<file path="src/rtl/cfe_pkg.sv">
package cfe_pkg;
  typedef enum logic {
    DIR_TX = 1'b0,
    DIR_RX = 1'b1
  } xfer_dir_e;
endpackage

</file>
<file path="src/rtl/cfe_fifo.sv">
module cfe_fifo #(
  parameter int DATA_W = 32,
  parameter int DEPTH  = 16,
  localparam int AW    = $clog2(DEPTH),
  localparam int CW    = $clog2(DEPTH + 1)
) (
  input  logic              clk,
  input  logic              rst,
  input  logic              wr_en,
  input  logic [DATA_W-1:0] wr_data,
  input  logic              rd_en,
  output logic [DATA_W-1:0] rd_data,
  output logic [CW-1:0]     level,
  output logic              full,
  output logic              empty,
  output logic              ovf,
  output logic              udf
);
  logic [DATA_W-1:0] mem [DEPTH];
  logic [AW-1:0]     wptr, rptr;
  logic              do_wr, do_rd;

  assign full  = (level == CW'(DEPTH));
  assign empty = (level == '0);
  assign do_wr = wr_en && !full;
  assign do_rd = rd_en && !empty;
  assign ovf   = wr_en && full;
  assign udf   = rd_en && empty;

  // storage written without reset so it maps to block RAM
  always_ff @(posedge clk) begin
    if (do_wr) mem[wptr] <= wr_data;
  end

  always_ff @(posedge clk) begin
    if (rst) begin
      wptr    <= '0;
      rptr    <= '0;
      level   <= '0;
      rd_data <= '0;
    end else begin
      if (do_wr) wptr <= (wptr == AW'(DEPTH - 1)) ? '0 : wptr + 1'b1;
      if (rd_en) rd_data <= empty ? '0 : mem[rptr];
      if (do_rd) rptr <= (rptr == AW'(DEPTH - 1)) ? '0 : rptr + 1'b1;
      case ({do_wr, do_rd})
        2'b10:   level <= level + 1'b1;
        2'b01:   level <= level - 1'b1;
        default: level <= level;
      endcase
    end
  end

  AST_FULL_DROPS: assert property (@(posedge clk) disable iff (rst)
    (wr_en && full && !rd_en) |=> (level == CW'(DEPTH)));
  AST_EMPTY_POP_ZERO: assert property (@(posedge clk) disable iff (rst)
    (rd_en && empty) |=> (rd_data == '0));
endmodule

</file>
<file path="src/rtl/cfe_rx_pack.sv">
module cfe_rx_pack #(
  parameter int DATA_W = 32,
  parameter int BYTE_W = 8,
  localparam int NB    = DATA_W / BYTE_W,
  localparam int IW    = $clog2(NB)
) (
  input  logic              clk,
  input  logic              rst,
  input  logic              clear,
  input  logic              byte_vld,
  input  logic [BYTE_W-1:0] byte_in,
  input  logic              last,
  output logic              push,
  output logic [DATA_W-1:0] word
);
  logic [DATA_W-1:0] acc;
  logic [IW-1:0]     bidx;

  always_comb begin
    word = acc | (DATA_W'(byte_in) << (BYTE_W * bidx));
    push = byte_vld && ((bidx == IW'(NB - 1)) || last);
  end

  always_ff @(posedge clk) begin
    if (rst || clear) begin
      acc  <= '0;
      bidx <= '0;
    end else if (byte_vld) begin
      if (push) begin
        acc  <= '0;
        bidx <= '0;
      end else begin
        acc  <= word;
        bidx <= bidx + 1'b1;
      end
    end
  end
endmodule

</file>
<file path="src/rtl/cfe_tx_unpack.sv">
module cfe_tx_unpack #(
  parameter int DATA_W = 32,
  parameter int BYTE_W = 8,
  localparam int NB    = DATA_W / BYTE_W,
  localparam int NW    = $clog2(NB + 1)
) (
  input  logic              clk,
  input  logic              rst,
  input  logic              clear,
  input  logic              run,
  input  logic              fifo_empty,
  input  logic [DATA_W-1:0] rd_word,
  output logic              pop,
  output logic              emit,
  output logic              byte_vld,
  output logic [BYTE_W-1:0] byte_out
);
  logic              pend;
  logic [NW-1:0]     nleft;
  logic [DATA_W-1:0] shreg;

  assign pop  = run && !clear && !pend && (nleft == '0) && !fifo_empty;
  assign emit = run && !clear && (pend || (nleft != '0));

  always_ff @(posedge clk) begin
    if (rst || clear) begin
      pend     <= 1'b0;
      nleft    <= '0;
      shreg    <= '0;
      byte_vld <= 1'b0;
      byte_out <= '0;
    end else begin
      byte_vld <= emit;
      if (pop) pend <= 1'b1;
      if (emit && pend) begin
        pend     <= 1'b0;
        byte_out <= rd_word[BYTE_W-1:0];
        shreg    <= rd_word >> BYTE_W;
        nleft    <= NW'(NB - 1);
      end else if (emit) begin
        byte_out <= shreg[BYTE_W-1:0];
        shreg    <= shreg >> BYTE_W;
        nleft    <= nleft - 1'b1;
      end
    end
  end

  AST_POP_EXCLUSIVE: assert property (@(posedge clk) disable iff (rst)
    !(pop && emit));
endmodule

</file>
<file path="src/rtl/card_fifo_engine.sv">
module card_fifo_engine #(
  parameter int DATA_W = 32,
  parameter int BYTE_W = 8,
  parameter int DEPTH  = 16,
  parameter int LEN_W  = 16,
  localparam int NB    = DATA_W / BYTE_W,
  localparam int SH    = $clog2(NB),
  localparam int CW    = $clog2(DEPTH + 1),
  localparam int WC_W  = LEN_W + 1 - SH
) (
  input  logic              clk,
  input  logic              rst,
  input  logic              cfg_len_we,
  input  logic [LEN_W-1:0]  cfg_len,
  input  logic              ctl_start,
  input  logic              ctl_dir,
  input  logic              host_push,
  input  logic [DATA_W-1:0] host_wdata,
  input  logic              host_pop,
  output logic [DATA_W-1:0] host_rdata,
  input  logic              card_rd_ready,
  input  logic [BYTE_W-1:0] card_rd_data,
  output logic              card_rd_strb,
  output logic              card_wr_strb,
  output logic [BYTE_W-1:0] card_wr_data,
  output logic              xfer_en,
  output logic              xfer_done,
  output logic [LEN_W-1:0]  xfer_count,
  output logic [WC_W-1:0]   word_count,
  output logic [CW-1:0]     fifo_level,
  output logic              tx_active,
  output logic              tx_avail,
  output logic              tx_empty,
  output logic              tx_full,
  output logic              tx_half_empty,
  output logic              rx_active,
  output logic              rx_avail,
  output logic              rx_empty,
  output logic              rx_full,
  output logic              rx_half_full,
  output logic              overrun,
  output logic              underrun
);
  import cfe_pkg::*;

  logic [LEN_W-1:0]  len_q;
  xfer_dir_e         dir_q;
  logic              cnt_zero, rx_take, tx_run;
  logic              pk_push, up_pop, up_emit;
  logic [DATA_W-1:0] pk_word;
  logic              f_wr, f_rd, f_full, f_empty, f_ovf, f_udf;

  assign cnt_zero     = (xfer_count == '0);
  assign tx_run       = xfer_en && (dir_q == DIR_TX) && !cnt_zero;
  assign rx_take      = xfer_en && (dir_q == DIR_RX) && !cnt_zero
                        && card_rd_ready && !f_full;
  assign card_rd_strb = rx_take;

  assign f_wr = pk_push || (host_push && tx_run);
  assign f_rd = up_pop  || (host_pop && !tx_run);

  cfe_fifo #(.DATA_W(DATA_W), .DEPTH(DEPTH)) u_fifo (
    .clk, .rst,
    .wr_en(f_wr), .wr_data(pk_push ? pk_word : host_wdata),
    .rd_en(f_rd), .rd_data(host_rdata),
    .level(fifo_level), .full(f_full), .empty(f_empty),
    .ovf(f_ovf), .udf(f_udf)
  );

  cfe_rx_pack #(.DATA_W(DATA_W), .BYTE_W(BYTE_W)) u_pack (
    .clk, .rst, .clear(ctl_start),
    .byte_vld(rx_take), .byte_in(card_rd_data),
    .last(xfer_count == LEN_W'(1)),
    .push(pk_push), .word(pk_word)
  );

  cfe_tx_unpack #(.DATA_W(DATA_W), .BYTE_W(BYTE_W)) u_unpack (
    .clk, .rst, .clear(ctl_start), .run(tx_run),
    .fifo_empty(f_empty), .rd_word(host_rdata),
    .pop(up_pop), .emit(up_emit),
    .byte_vld(card_wr_strb), .byte_out(card_wr_data)
  );

  always_ff @(posedge clk) begin
    if (rst) begin
      len_q      <= '0;
      dir_q      <= DIR_TX;
      xfer_en    <= 1'b0;
      xfer_done  <= 1'b0;
      xfer_count <= '0;
      overrun    <= 1'b0;
      underrun   <= 1'b0;
    end else begin
      if (cfg_len_we) len_q <= cfg_len;
      if (ctl_start) begin
        xfer_count <= len_q;
        dir_q      <= xfer_dir_e'(ctl_dir);
        xfer_en    <= 1'b1;
        xfer_done  <= 1'b0;
        overrun    <= 1'b0;
        underrun   <= 1'b0;
      end else begin
        if (rx_take || up_emit) xfer_count <= xfer_count - 1'b1;
        if (xfer_en && cnt_zero) xfer_done <= 1'b1;
        if (xfer_en && cnt_zero && f_empty) xfer_en <= 1'b0;
        if (f_ovf) overrun  <= 1'b1;
        if (f_udf) underrun <= 1'b1;
      end
    end
  end

  assign word_count = WC_W'(((LEN_W+1)'(xfer_count) + (LEN_W+1)'(NB - 1)) >> SH);

  always_comb begin
    tx_active     = xfer_en && (dir_q == DIR_TX);
    rx_active     = xfer_en && (dir_q == DIR_RX);
    tx_avail      = tx_active && !f_empty;
    tx_empty      = tx_active && f_empty;
    tx_full       = tx_active && f_full;
    tx_half_empty = tx_active && (fifo_level <= CW'(DEPTH / 2));
    rx_avail      = rx_active && !f_empty;
    rx_empty      = rx_active && f_empty;
    rx_full       = rx_active && f_full;
    rx_half_full  = rx_active && (fifo_level >= CW'(DEPTH / 2));
  end

  AST_PACK_NOT_FULL: assert property (@(posedge clk) disable iff (rst)
    pk_push |-> !f_full);
  AST_ONE_BYTE_DIR: assert property (@(posedge clk) disable iff (rst)
    $onehot0({card_rd_strb, up_emit}));
  AST_COUNT_STEP: assert property (@(posedge clk) disable iff (rst)
    ((rx_take || up_emit) && !ctl_start) |=> (xfer_count == $past(xfer_count) - 1'b1));
  AST_DONE_AT_ZERO: assert property (@(posedge clk) disable iff (rst)
    (xfer_en && cnt_zero && !ctl_start) |=> xfer_done);
  AST_IDLE_WHEN_DRAINED: assert property (@(posedge clk) disable iff (rst)
    (xfer_en && cnt_zero && f_empty && !ctl_start) |=> !xfer_en);
  AST_FLAG_DIR: assert property (@(posedge clk) disable iff (rst)
    $onehot0({tx_active, rx_active}));
endmodule

</file>
<file path="config.mk">
export PLATFORM = sky130hd
export DESIGN_NAME = card_fifo_engine
export DESIGN_NICKNAME = d
export VERILOG_FILES = /design/src/rtl/cfe_pkg.sv /design/src/rtl/cfe_fifo.sv /design/src/rtl/cfe_rx_pack.sv /design/src/rtl/cfe_tx_unpack.sv /design/src/rtl/card_fifo_engine.sv
export SDC_FILE = /design/constraint.sdc
export NUM_CORES = 1
export LEC_CHECK = 0
export BUFFER_PORTS_ARGS = -buffer_cell sky130_fd_sc_hd__buf_2
export CAP_MARGIN = 30
export CORE_MARGIN = 2
export CORE_UTILIZATION = 40
export DETAILED_ROUTE_END_ITERATION = 7
export GPL_TIMING_DRIVEN = 0
export PLACE_DENSITY = 0.6
export SYNTH_ARGS = -nofsm -noshare
export SYNTH_HDL_FRONTEND = slang
export SYNTH_SLANG_ARGS = --single-unit
</file>
<file path="constraint.sdc">
create_clock -name clk -period 5.35 [get_ports clk]
set_input_delay 0.2675 -clock clk [delete_from_list [all_inputs] [get_ports clk]]
set_output_delay 0.2675 -clock clk [all_outputs]
set_load 0.05 [all_outputs]
</file>
==> flow_metrics.env, run 1 <==
export IMPL_period_share_pct=77.9
export IMPL_post_route_drc_count=0
export IMPL_io_pins=156
export IMPL_whs_ps=75.3
export IMPL_design_area_um2=31900
export IMPL_leakagePower_nw=10.4
export IMPL_yosys_warnings=0
export IMPL_netlist_area_um2=27000
export IMPL_place_gp_congestion=0.898
export IMPL_area_delta_synth_final_pct=17.8
export IMPL_clk_pin_slew_ps=60
export IMPL_cts_buffers=69
export IMPL_maxCapViolCount=0
export IMPL_status="completed"
export IMPL_hold_path_class="primary input to flop"
export IMPL_ant_nets=0
export IMPL_crit_arrival_ps=4700
export IMPL_gr_usage_met2_pct=35.1
export IMPL_die_w_um=264
export IMPL_async_flop_share_pct=0
export IMPL_fmax_mhz=240
export IMPL_start_util_pct=40.3
export IMPL_synth_yosys_seq_area_share_pct=68.5
export IMPL_grt_pass1_vias=16883
export IMPL_nets=2095
export IMPL_critPathLaunch="xfer_count[0]"
export IMPL_coreArea_um2=67000
export IMPL_dr_total_vias=16883
export IMPL_end_kind="flop"
export IMPL_cts_tree="built"
export IMPL_start_kind="flop"
export IMPL_synth_edff_count=512
export IMPL_relSlewSlack_pct=25.5
export IMPL_path_max_fanout=10
export IMPL_dp_hpwl_mm=52.7
export IMPL_drive_gt1_share_pct=24.7
export IMPL_vdd_drop_max_mv=0.249
export IMPL_hold_start="host_wdata[28]"
export IMPL_h_tree_depth=3
export IMPL_clk_path_buf_depth=3
export IMPL_p_per_area_nw_per_um2=405
export IMPL_n_antenna_cell=0
export IMPL_cts_sinks=669
export IMPL_slew_violations=0
export IMPL_rows=95
export IMPL_die_area_um2=69700
export IMPL_grt_overflow=0
export IMPL_first_pass_iters=5
export IMPL_ys_types=72
export IMPL_worst_slew_pin_slew_ps=1090
export IMPL_grt_pass1_wl_mm=110
export IMPL_wirelength_mm=75.8
export IMPL_tns_ps=0
export IMPL_vias_per_cell=5.74
export IMPL_path_class="flop to flop"
export IMPL_grt_use_met1_pct=29.0
export IMPL_drt_iter0_drc=1762
export IMPL_grt_antenna_before_repair=0
export IMPL_avgRoutedWirePerCell_um=25.8
export IMPL_ys_seq_elements=669
export IMPL_fin_crit_ps=4170
export IMPL_cts_resized=0
export IMPL_use_met3_pct=3.61
export IMPL_setup_viol=0
export IMPL_syn_nets=1815
export IMPL_required_ps=5880
export IMPL_placed_area_um2=29500
export IMPL_track_usage_pct=21.5
export IMPL_io_buffers=145
export IMPL_clockRootBuffer="clkbuf_16"
export IMPL_postSynthAreaPerCell_um2=15.6
export IMPL_rsz0062_at_grt="false"
export IMPL_r2r_start="xfer_count[0]"
export IMPL_finalNonFillerCells=2941
export IMPL_hold_viol=0
export IMPL_synthCells=1737
export IMPL_insertion_delay_ps=610
export IMPL_synth_ff_type="edfxtp_1"
export IMPL_busiest_layer="met2"
export IMPL_grt_max_degree=22
export IMPL_finClkSkew_ps=25.3
export IMPL_chipHeight_um=264
export IMPL_dp_cells=2791
path summary, 6_finish.rpt:
kind	slack (ps)	endpoint	cells past startpoint
max	1180	u_fifo.level[4]	15
min	80	u_fifo.mem[6][28]	3
max reg2reg	1180	u_fifo.level[4]	15
min reg2reg	450	u_unpack.byte_out[4]	2
registers in the layout, summed over array words and instances, names as in the netlist, named ones only:
name / flops
u_fifo.mem: 512
u_fifo.rd_data: 32
u_pack.acc: 32
u_unpack.shreg: 24
len_q: 16
xfer_count: 16
u_unpack.byte_out: 8
u_fifo.level: 5
u_fifo.rptr: 4
u_fifo.wptr: 4
u_unpack.nleft: 3
u_pack.bidx: 2
dir_q: 1
overrun: 1
u_unpack.byte_vld: 1
u_unpack.pend: 1
underrun: 1
xfer_done: 1
xfer_en: 1
metrics by stage:
step	setup slack, ps	util [%]	total power, W
finish	1180	47.5	0.0129
global route	941	47.5	0.0133
CTS	1250	47.4	0.0130
detailed placement	1320	44.0	0.00844
global placement	-1980	43.1	0.00839
floorplan	369	-	0.00764
cells by family after synthesis:
family	share of synthesized area [%]
compound gates	9.00
xor+xnor	0.907
mux	12.9
buf+inv	2.67
simple gates	5.38
flops	68.5
fa+ha+maj	0.648
cell usage after synthesis (all sizes together) (4+ instances only):
master	number	area, um^2
a21boi	4	41.3
a311oi	7	67.6
nand3	43	215
o221ai	24	210
nand2b	8	57.6
o211ai	41	308
mux4	128	2880
nor2b	8	50.1
a211oi	11	82.6
clkbuf	59	223
xor2	11	96.3
nand2	44	165
dfxtp	157	3140
o22ai	17	106
o31ai	30	239
or3	7	43.8
o21ai	50	254
or4	7	60.1
xnor2	17	149
a22oi	25	188
nor4	6	80.1
mux2i	59	591
inv	24	90.1
nor3	13	81.3
ha	14	175
nand4	5	31.3
a21oi	152	761
or2	4	25.0
and3	12	75.1
nor2	117	439
buf	83	403
edfxtp	512	15400
critical path, cell delays in order, from the launching register on:
cell      delay, ps
dfxtp_1         360
inv_1            80
ha_1            290
nor3b_1         480
nand4_1         340
buf_2           350
nand4_1         330
nand2_1         180
ha_1            320
xor2_1          180
ha_1            230
a211o_1         270
a21oi_1         140
a221oi_1         70
or3_1           320
a21oi_1         160
what timing repair did:
| action | in CTS | in global routing |
|---|---|---|
| hold buffers | 18 | 0 |
| endpoints found under the hold margin | 18 | 0 |
| setup buffers | 0 | 0 |
where the power goes:
group	switching, W	total, W	internal [W]
clock	0.00199	0.00456	0.00256
sequential	0.000113	0.00581	0.00570
combinational	0.00162	0.00253	0.000911
layout by cell type, fill, tap and decap left out, drive strengths merged, types with 13 or more instances in the layout:
cell and n:
a21oi 152, a22oi 25, buf 274, clkbuf 154, clkinv 26, dfxtp 157
dlygate4sd3 18, edfxtp 512, ha 14, inv 27, mux2i 59, mux4 128
nand2 44, nand3 43, nor2 117, nor3 13, o211ai 41, o21ai 50
o221ai 24, o22ai 17, o31ai 30, xnor2 17
per-layer routing:
metal | part of all wire [%] | vias to the layer above
li1 | - | 7415
met1 | 42 | 8679
met2 | 48 | 658
met3 | 6.9 | 131
met4 | 3.4 | 0
met5 | 0 | -
area by class of cell:
class | count | area (um^2)
fill | 5764 | 35200
sequential | 669 | 18500
multi-input combinational | 900 | 7910
clock buffer | 95 | 1960
timing repair buffer | 209 | 1500
tap | 873 | 1090
buffer | 142 | 626
clock inverter | 27 | 145
inverter | 26 | 97.6
Note: power is estimated with default switching activity, not from simulation.
==> run 2, diff against run 1 <==
Clock period 5.35 ns to 4.4 ns, I/O delays scaled along.
==> run 2 against run 1 <==
Compared with the run above: sequential share of layout area fell by 0.56 points; non-clock buffer count fell by 9; combinational power rose by 22%; worst setup slack got worse by 880 ps; clock power rose by 35%; maximum frequency rose by 1.8%; design area rose by 0.97%; clock skew rose by 2.1 ps; worst hold slack got worse by 25 ps; flip-flop and latch count did not move; register-to-register slack got worse by 880 ps; largest cell class unchanged.
==> flow_metrics.env, run 2 (synthesis gave the netlist of run 1 again) <==
export IMPL_top_register="u_fifo.mem"
export IMPL_cp_cell_sequence="inv_1, ha_1, nor3b_1, nand4_1, buf_2, nand4_1, nand2_1, ha_1, xor2_1, ha_1, a211o_1, a21oi_1, a221oi_1, or3_1, a21oi_1"
export IMPL_place_gp_congestion=0.867
export IMPL_coreArea_um2=67000
export IMPL_p_per_area_nw_per_um2=507
export IMPL_hold_viol=0
export IMPL_clockRootBuffer="clkbuf_16"
export IMPL_start_util_pct=40.3
export IMPL_worst_slew_pin_slew_ps=1140
export IMPL_io_buffers=145
export IMPL_design_area_um2=32200
export IMPL_required_ps=4920
export IMPL_cts_sinks=669
export IMPL_hold_start="host_wdata[28]"
export IMPL_path_depth=15
export IMPL_finalPower_w=0.0163
export IMPL_reg2reg_depth=15
export IMPL_final_cell_mix="edfxtp_1, buf_2, dfxtp_1, a21oi_1, mux4_2"
export IMPL_largest_reg_flops=512
export IMPL_end_kind="flop"
export IMPL_avgRoutedWirePerCell_um=26.2
export IMPL_grt_overflow=0
export IMPL_hold_path_cell_count=3
export IMPL_pre_cts_ws_ps=403
export IMPL_r2r_slack_ps=300
export IMPL_fin_crit_ps=4100
export IMPL_placed_area_um2=29500
export IMPL_chipHeight_um=264
export IMPL_hold_path_end="u_fifo.mem[0][28]"
export IMPL_cts_setup_buffers=0
export IMPL_dp_cells=2782
export IMPL_period_share_pct=93.1
export IMPL_clk_pin_slew_ps=60
export IMPL_rsz0062_at_grt="false"
export IMPL_post_route_drc_count=0
export IMPL_start_kind="flop"
export IMPL_finalNonFillerCells=2937
export IMPL_crit_arrival_ps=4620
export IMPL_max_stage_delay_ps=410
export IMPL_die_area_um2=69700
export IMPL_crit_top_cell="ha_1"
export IMPL_drive_gt1_share_pct=24.6
export IMPL_hold_path_class="primary input to flop"
export IMPL_r2r_end="u_fifo.level[4]"
export IMPL_cts_resized=0
export IMPL_h_tree_depth=3
export IMPL_maxCapViolCount=0
export IMPL_path_max_fanout=10
export IMPL_path_class="flop to flop"
export IMPL_io_pins=156
export IMPL_fmax_mhz=244
export IMPL_rows=95
export IMPL_critPathLaunch="xfer_count[0]"
export IMPL_path_buf_inv=2
export IMPL_dr_total_vias=17158
export IMPL_insertion_delay_ps=610
export IMPL_track_usage_pct=21.8
export IMPL_final_common_cell="edfxtp_1"
export IMPL_cts_tree="built"
export IMPL_leakagePower_nw=10.5
export IMPL_clk_path_buf_depth=3
export IMPL_layout_setup_ws_ps=305
export IMPL_grt_antenna_before_repair=2
export IMPL_area_delta_synth_final_pct=18.9
export IMPL_crit_family="simple AND/OR/NAND/NOR gates"
export IMPL_die_w_um=264
export IMPL_relSlewSlack_pct=22.1
export IMPL_grt_pass1_vias=17009
export IMPL_status="completed"
export IMPL_top_regs="u_fifo.mem x512, u_fifo.rd_data x32, u_pack.acc x32"
export IMPL_fill_cells=5752
export IMPL_grt_pass1_wl_mm=112
export IMPL_drt_iter0_drc=2164
export IMPL_cts_buffers=69
export IMPL_first_pass_iters=5
export IMPL_vias_per_cell=5.84
export IMPL_setup_viol=0
export IMPL_grt_max_degree=22
export IMPL_r2r_start="xfer_count[0]"
export IMPL_ant_nets=0
export IMPL_slew_violations=0
export IMPL_nets=2086
export IMPL_cp_slowest_cell="nor3b_1"
export IMPL_vdd_drop_max_mv=0.273
export IMPL_wirelength_mm=76.8
export IMPL_finClkSkew_ps=27.4
export IMPL_whs_ps=50.5
export IMPL_dp_hpwl_mm=52.8
==> run 2: what timing repair did <==
| action | 4_1_cts | 5_1_grt |
|---|---|---|
| endpoints found under the hold margin | 18 | 0 |
| hold buffers | 18 | 0 |
| setup endpoints to repair | 0 | 0 |
==> run 2: worst max-delay path by stage <==
stage | to | slack, ps
6_report | u_fifo.level[4] | 300
5_1_grt | u_fifo.level[4] | 40
4_1_cts | u_fifo.level[4] | 370
3_5_place_dp | u_fifo.level[3] | 400
3_3_place_gp | u_fifo.mem[11][23] | -1340
2_1_floorplan | u_fifo.mem[11][0] | 400
==> run 2: worst min-delay path, delay by kind of cell <==
kind                   cells  cell delay (ps)
buffers and inverters      2              170
multiplexers               1               90
==> run 2: power breakdown <==
| part | leakage, nW | switching [W] | internal, W |
|---|---|---|---|
| clock network | 1.18 | 0.00243 | 0.00373 |
| logic | 3.43 | 0.00198 | 0.00111 |
| registers | 5.88 | 0.000140 | 0.00693 |
==> run 2: layer usage <==
layer  vias up  track usage, %  part of all wire [%]
li1       7424               -                     -
met1      8829            30.3                    42
met2       783            34.8                    47
met3       122            3.64                   8.5
met4         0            7.80                   2.9
met5         -               0                     0
==> run 2: final cells by class <==
| class | count | area [um^2] | share of cell area (%) |
|---|---|---|---|
| Clock buffer | 97 | 2050 | 6.38 |
| Clock inverter | 28 | 359 | 1.12 |
| Antenna cell | 2 | 5.00 | 0.0156 |
| Multi-Input combinational cell | 900 | 7940 | 24.7 |
| Tap cell | 873 | 1090 | 3.40 |
| Timing Repair Buffer | 200 | 1480 | 4.59 |
| Buffer | 142 | 626 | 1.95 |
| Sequential cell | 669 | 18500 | 57.6 |
| Inverter | 26 | 97.6 | 0.303 |
==> run 2: per-stage QoR <==
stage / util [%] / setup TNS (ps)
finish: 48.0 / 0
global route: 48.0 / 0
detailed placement: 44.0 / 0
CTS: 47.9 / 0
global placement: 43.1 / -502770
floorplan: - / 0
==> run 3, diff against run 2 <==
Settings changed: CORE_MARGIN 2 to 8, GPL_ROUTABILITY_DRIVEN set to 1.
==> run 3 against run 2 <==
Compared with the run above: design area is 0.70% lower; register-to-register slack about the same; via count down 0.65%; count of clock-buffer cells in the layout fell by 9; worst setup slack got worse by 13 ps; flip-flop and latch count unchanged; global-route usage down 2.3 points; sequential power is essentially flat; routed wire length rose by 0.49%; clock power decreased by 8.4%.
==> flow_metrics.env, run 3 (synthesis gave the netlist of run 1 again) <==
export IMPL_path_max_fanout=10
export IMPL_start_kind="flop"
export IMPL_finalNonFillerCells=2938
export IMPL_max_stage_delay_ps=410
export IMPL_r2r_start="xfer_count[1]"
export IMPL_chipHeight_um=276
export IMPL_cp_cell_sequence="inv_1, ha_1, nor3b_1, nand4_1, buf_2, nand4_1, nand2_1, ha_1, xor2_1, ha_1, a211o_1, a21oi_1, a221oi_1, or3_1, a21oi_1"
export IMPL_required_ps=4910
export IMPL_ant_nets=0
export IMPL_wirelength_mm=77.2
export IMPL_vdd_drop_max_mv=0.303
export IMPL_cts_setup_buffers=0
export IMPL_io_buffers=145
export IMPL_start_util_pct=40.3
export IMPL_dr_total_vias=17046
export IMPL_tns_ps=0
export IMPL_n_antenna_cell=0
export IMPL_fin_crit_ps=4110
export IMPL_leakagePower_nw=10.4
export IMPL_h_tree_depth=3
export IMPL_cts_resized=0
export IMPL_drive_gt1_share_pct=24.4
export IMPL_largest_reg_flops=512
export IMPL_place_gp_congestion=0.882
export IMPL_maxCapViolCount=0
export IMPL_placed_area_um2=29500
export IMPL_die_w_um=276
export IMPL_hold_start="host_wdata[28]"
export IMPL_clk_pin_slew_ps=60
export IMPL_design_area_um2=31900
export IMPL_grt_overflow=0
export IMPL_final_cell_mix="edfxtp_1, buf_2, dfxtp_1, a21oi_1, mux4_2"
export IMPL_period_share_pct=93.4
export IMPL_vias_per_cell=5.80
export IMPL_grt_max_degree=21
export IMPL_cp_slowest_cell="nor3b_1"
export IMPL_track_usage_pct=19.6
export IMPL_die_area_um2=76200
export IMPL_p_per_area_nw_per_um2=494
export IMPL_rsz0062_at_grt="false"
export IMPL_cts_buffers=68
export IMPL_grt_pass1_wl_mm=113
export IMPL_relSlewSlack_pct=24.2
export IMPL_r2r_end="u_fifo.level[4]"
export IMPL_intPower_w=0.0113
export IMPL_top_register="u_fifo.mem"
export IMPL_coreArea_um2=67000
export IMPL_grt_pass1_vias=16925
export IMPL_hold_path_end="u_fifo.mem[7][28]"
export IMPL_pre_cts_ws_ps=385
export IMPL_crit_family="simple AND/OR/NAND/NOR gates"
export IMPL_io_pins=156
export IMPL_slew_violations=0
export IMPL_dp_cells=2784
export IMPL_status="completed"
export IMPL_worst_slew_pin_slew_ps=1100
export IMPL_insertion_delay_ps=600
export IMPL_layout_setup_ws_ps=292
export IMPL_crit_top_cell="ha_1"
export IMPL_hold_path_cell_count=3
export IMPL_hold_viol=0
export IMPL_nets=2090
export IMPL_cts_sinks=669
export IMPL_fmax_mhz=243
export IMPL_setup_viol=0
export IMPL_final_common_cell="edfxtp_1"
export IMPL_r2r_slack_ps=290
export IMPL_switchingPower_w=0.00454
export IMPL_top_regs="u_fifo.mem x512, u_fifo.rd_data x32, u_pack.acc x32"
export IMPL_drt_iter0_drc=1939
export IMPL_finClkSkew_ps=22.4
export IMPL_p_sw_share_pct=28.7
export IMPL_whs_ps=25.2
export IMPL_cts_tree="built"
export IMPL_reg2reg_depth=15
export IMPL_area_delta_synth_final_pct=18.1
export IMPL_power_frac_comb_pct=19.5
export IMPL_first_pass_iters=6
export IMPL_end_kind="flop"
export IMPL_path_buf_inv=2
export IMPL_post_route_drc_count=0
export IMPL_path_class="flop to flop"
export IMPL_clockRootBuffer="clkbuf_16"
export IMPL_hold_path_class="primary input to flop"
export IMPL_crit_arrival_ps=4620
export IMPL_rows=95
export IMPL_pwr_share_seq_pct=44.7
export IMPL_avgRoutedWirePerCell_um=26.3
export IMPL_power_frac_clock_pct=35.7
export IMPL_dp_hpwl_mm=54.1
export IMPL_grt_antenna_before_repair=0
export IMPL_clk_path_buf_depth=3
## run 3: changes by cell type in the layout (fill, tap and decap cells not counted), moves of 3 or more
| cell | before | now |
|---|---|---|
| clkinv_1 | 10 | 15 |
| bufinv_16 | 8 | 4 |
| inv_6 | 1 | 4 |
| buf_8 | 6 | 3 |
| buf_4 | 14 | 19 |
| clkbuf_8 | 7 | 3 |
| clkbuf_16 | 76 | 70 |
## run 3: what timing repair did
item / in CTS / in global routing
hold endpoints to repair: 18 / 0
setup endpoints to repair: 0 / 0
hold buffers: 18 / 0
## run 3: routing by layer
layer | track usage (%) | vias up | share of wire [%]
li1 | - | 7416 | -
met5 | 0 | - | 0
met4 | 6.09 | 0 | 2.7
met3 | 3.18 | 96 | 7.3
met2 | 32.3 | 729 | 48
met1 | 26.5 | 8805 | 42
## run 3: power by group through the flow
stage,Clock (W),Sequential (W),Combinational [W]
finish,0.00564,0.00707,0.00308
global route,0.00596,0.00708,0.00329
CTS,0.00572,0.00706,0.00310
detailed placement,0,0.00720,0.00308
global placement,0,0.00720,0.00301
floorplan,0,0.00746,0.00184
## run 3: how the worst max path moves through the flow
stage / startpoint / endpoint / slack [ps] / cells after the start
finish: xfer_count[1] / u_fifo.level[4] / 290 / 15
global route: xfer_count[1] / u_fifo.level[4] / 20 / 15
CTS: xfer_count[1] / u_fifo.level[4] / 320 / 15
detailed placement: xfer_count[0] / u_fifo.level[4] / 380 / 15
global placement: xfer_count[0] / u_fifo.mem[11][24] / -1360 / 8
floorplan: xfer_count[0] / u_fifo.mem[11][0] / 400 / 8
## run 3: layout make-up
| class | count | area (um^2) |
|---|---|---|
| buffer | 142 | 626 |
| clock buffer | 88 | 1850 |
| clock inverter | 35 | 297 |
| fill | 5772 | 35100 |
| inverter | 26 | 97.6 |
| multi-input combinational | 900 | 7940 |
| sequential | 669 | 18500 |
| tap | 873 | 1090 |
| timing repair buffer | 205 | 1520 |
## run 3: stage by stage
| step | util [%] | power (W) |
|---|---|---|
| after floorplan | - | 0.00929 |
| after global placement | 43.1 | 0.0102 |
| after detailed placement | 44.0 | 0.0103 |
| after CTS | 47.5 | 0.0159 |
| after global routing | 47.6 | 0.0163 |
| final | 47.6 | 0.0158 |
## run 3: tightest hold or removal path: cells and delay by family
kind	cells	cell delay (ps)
buffers and inverters	2	150
multiplexers	1	80
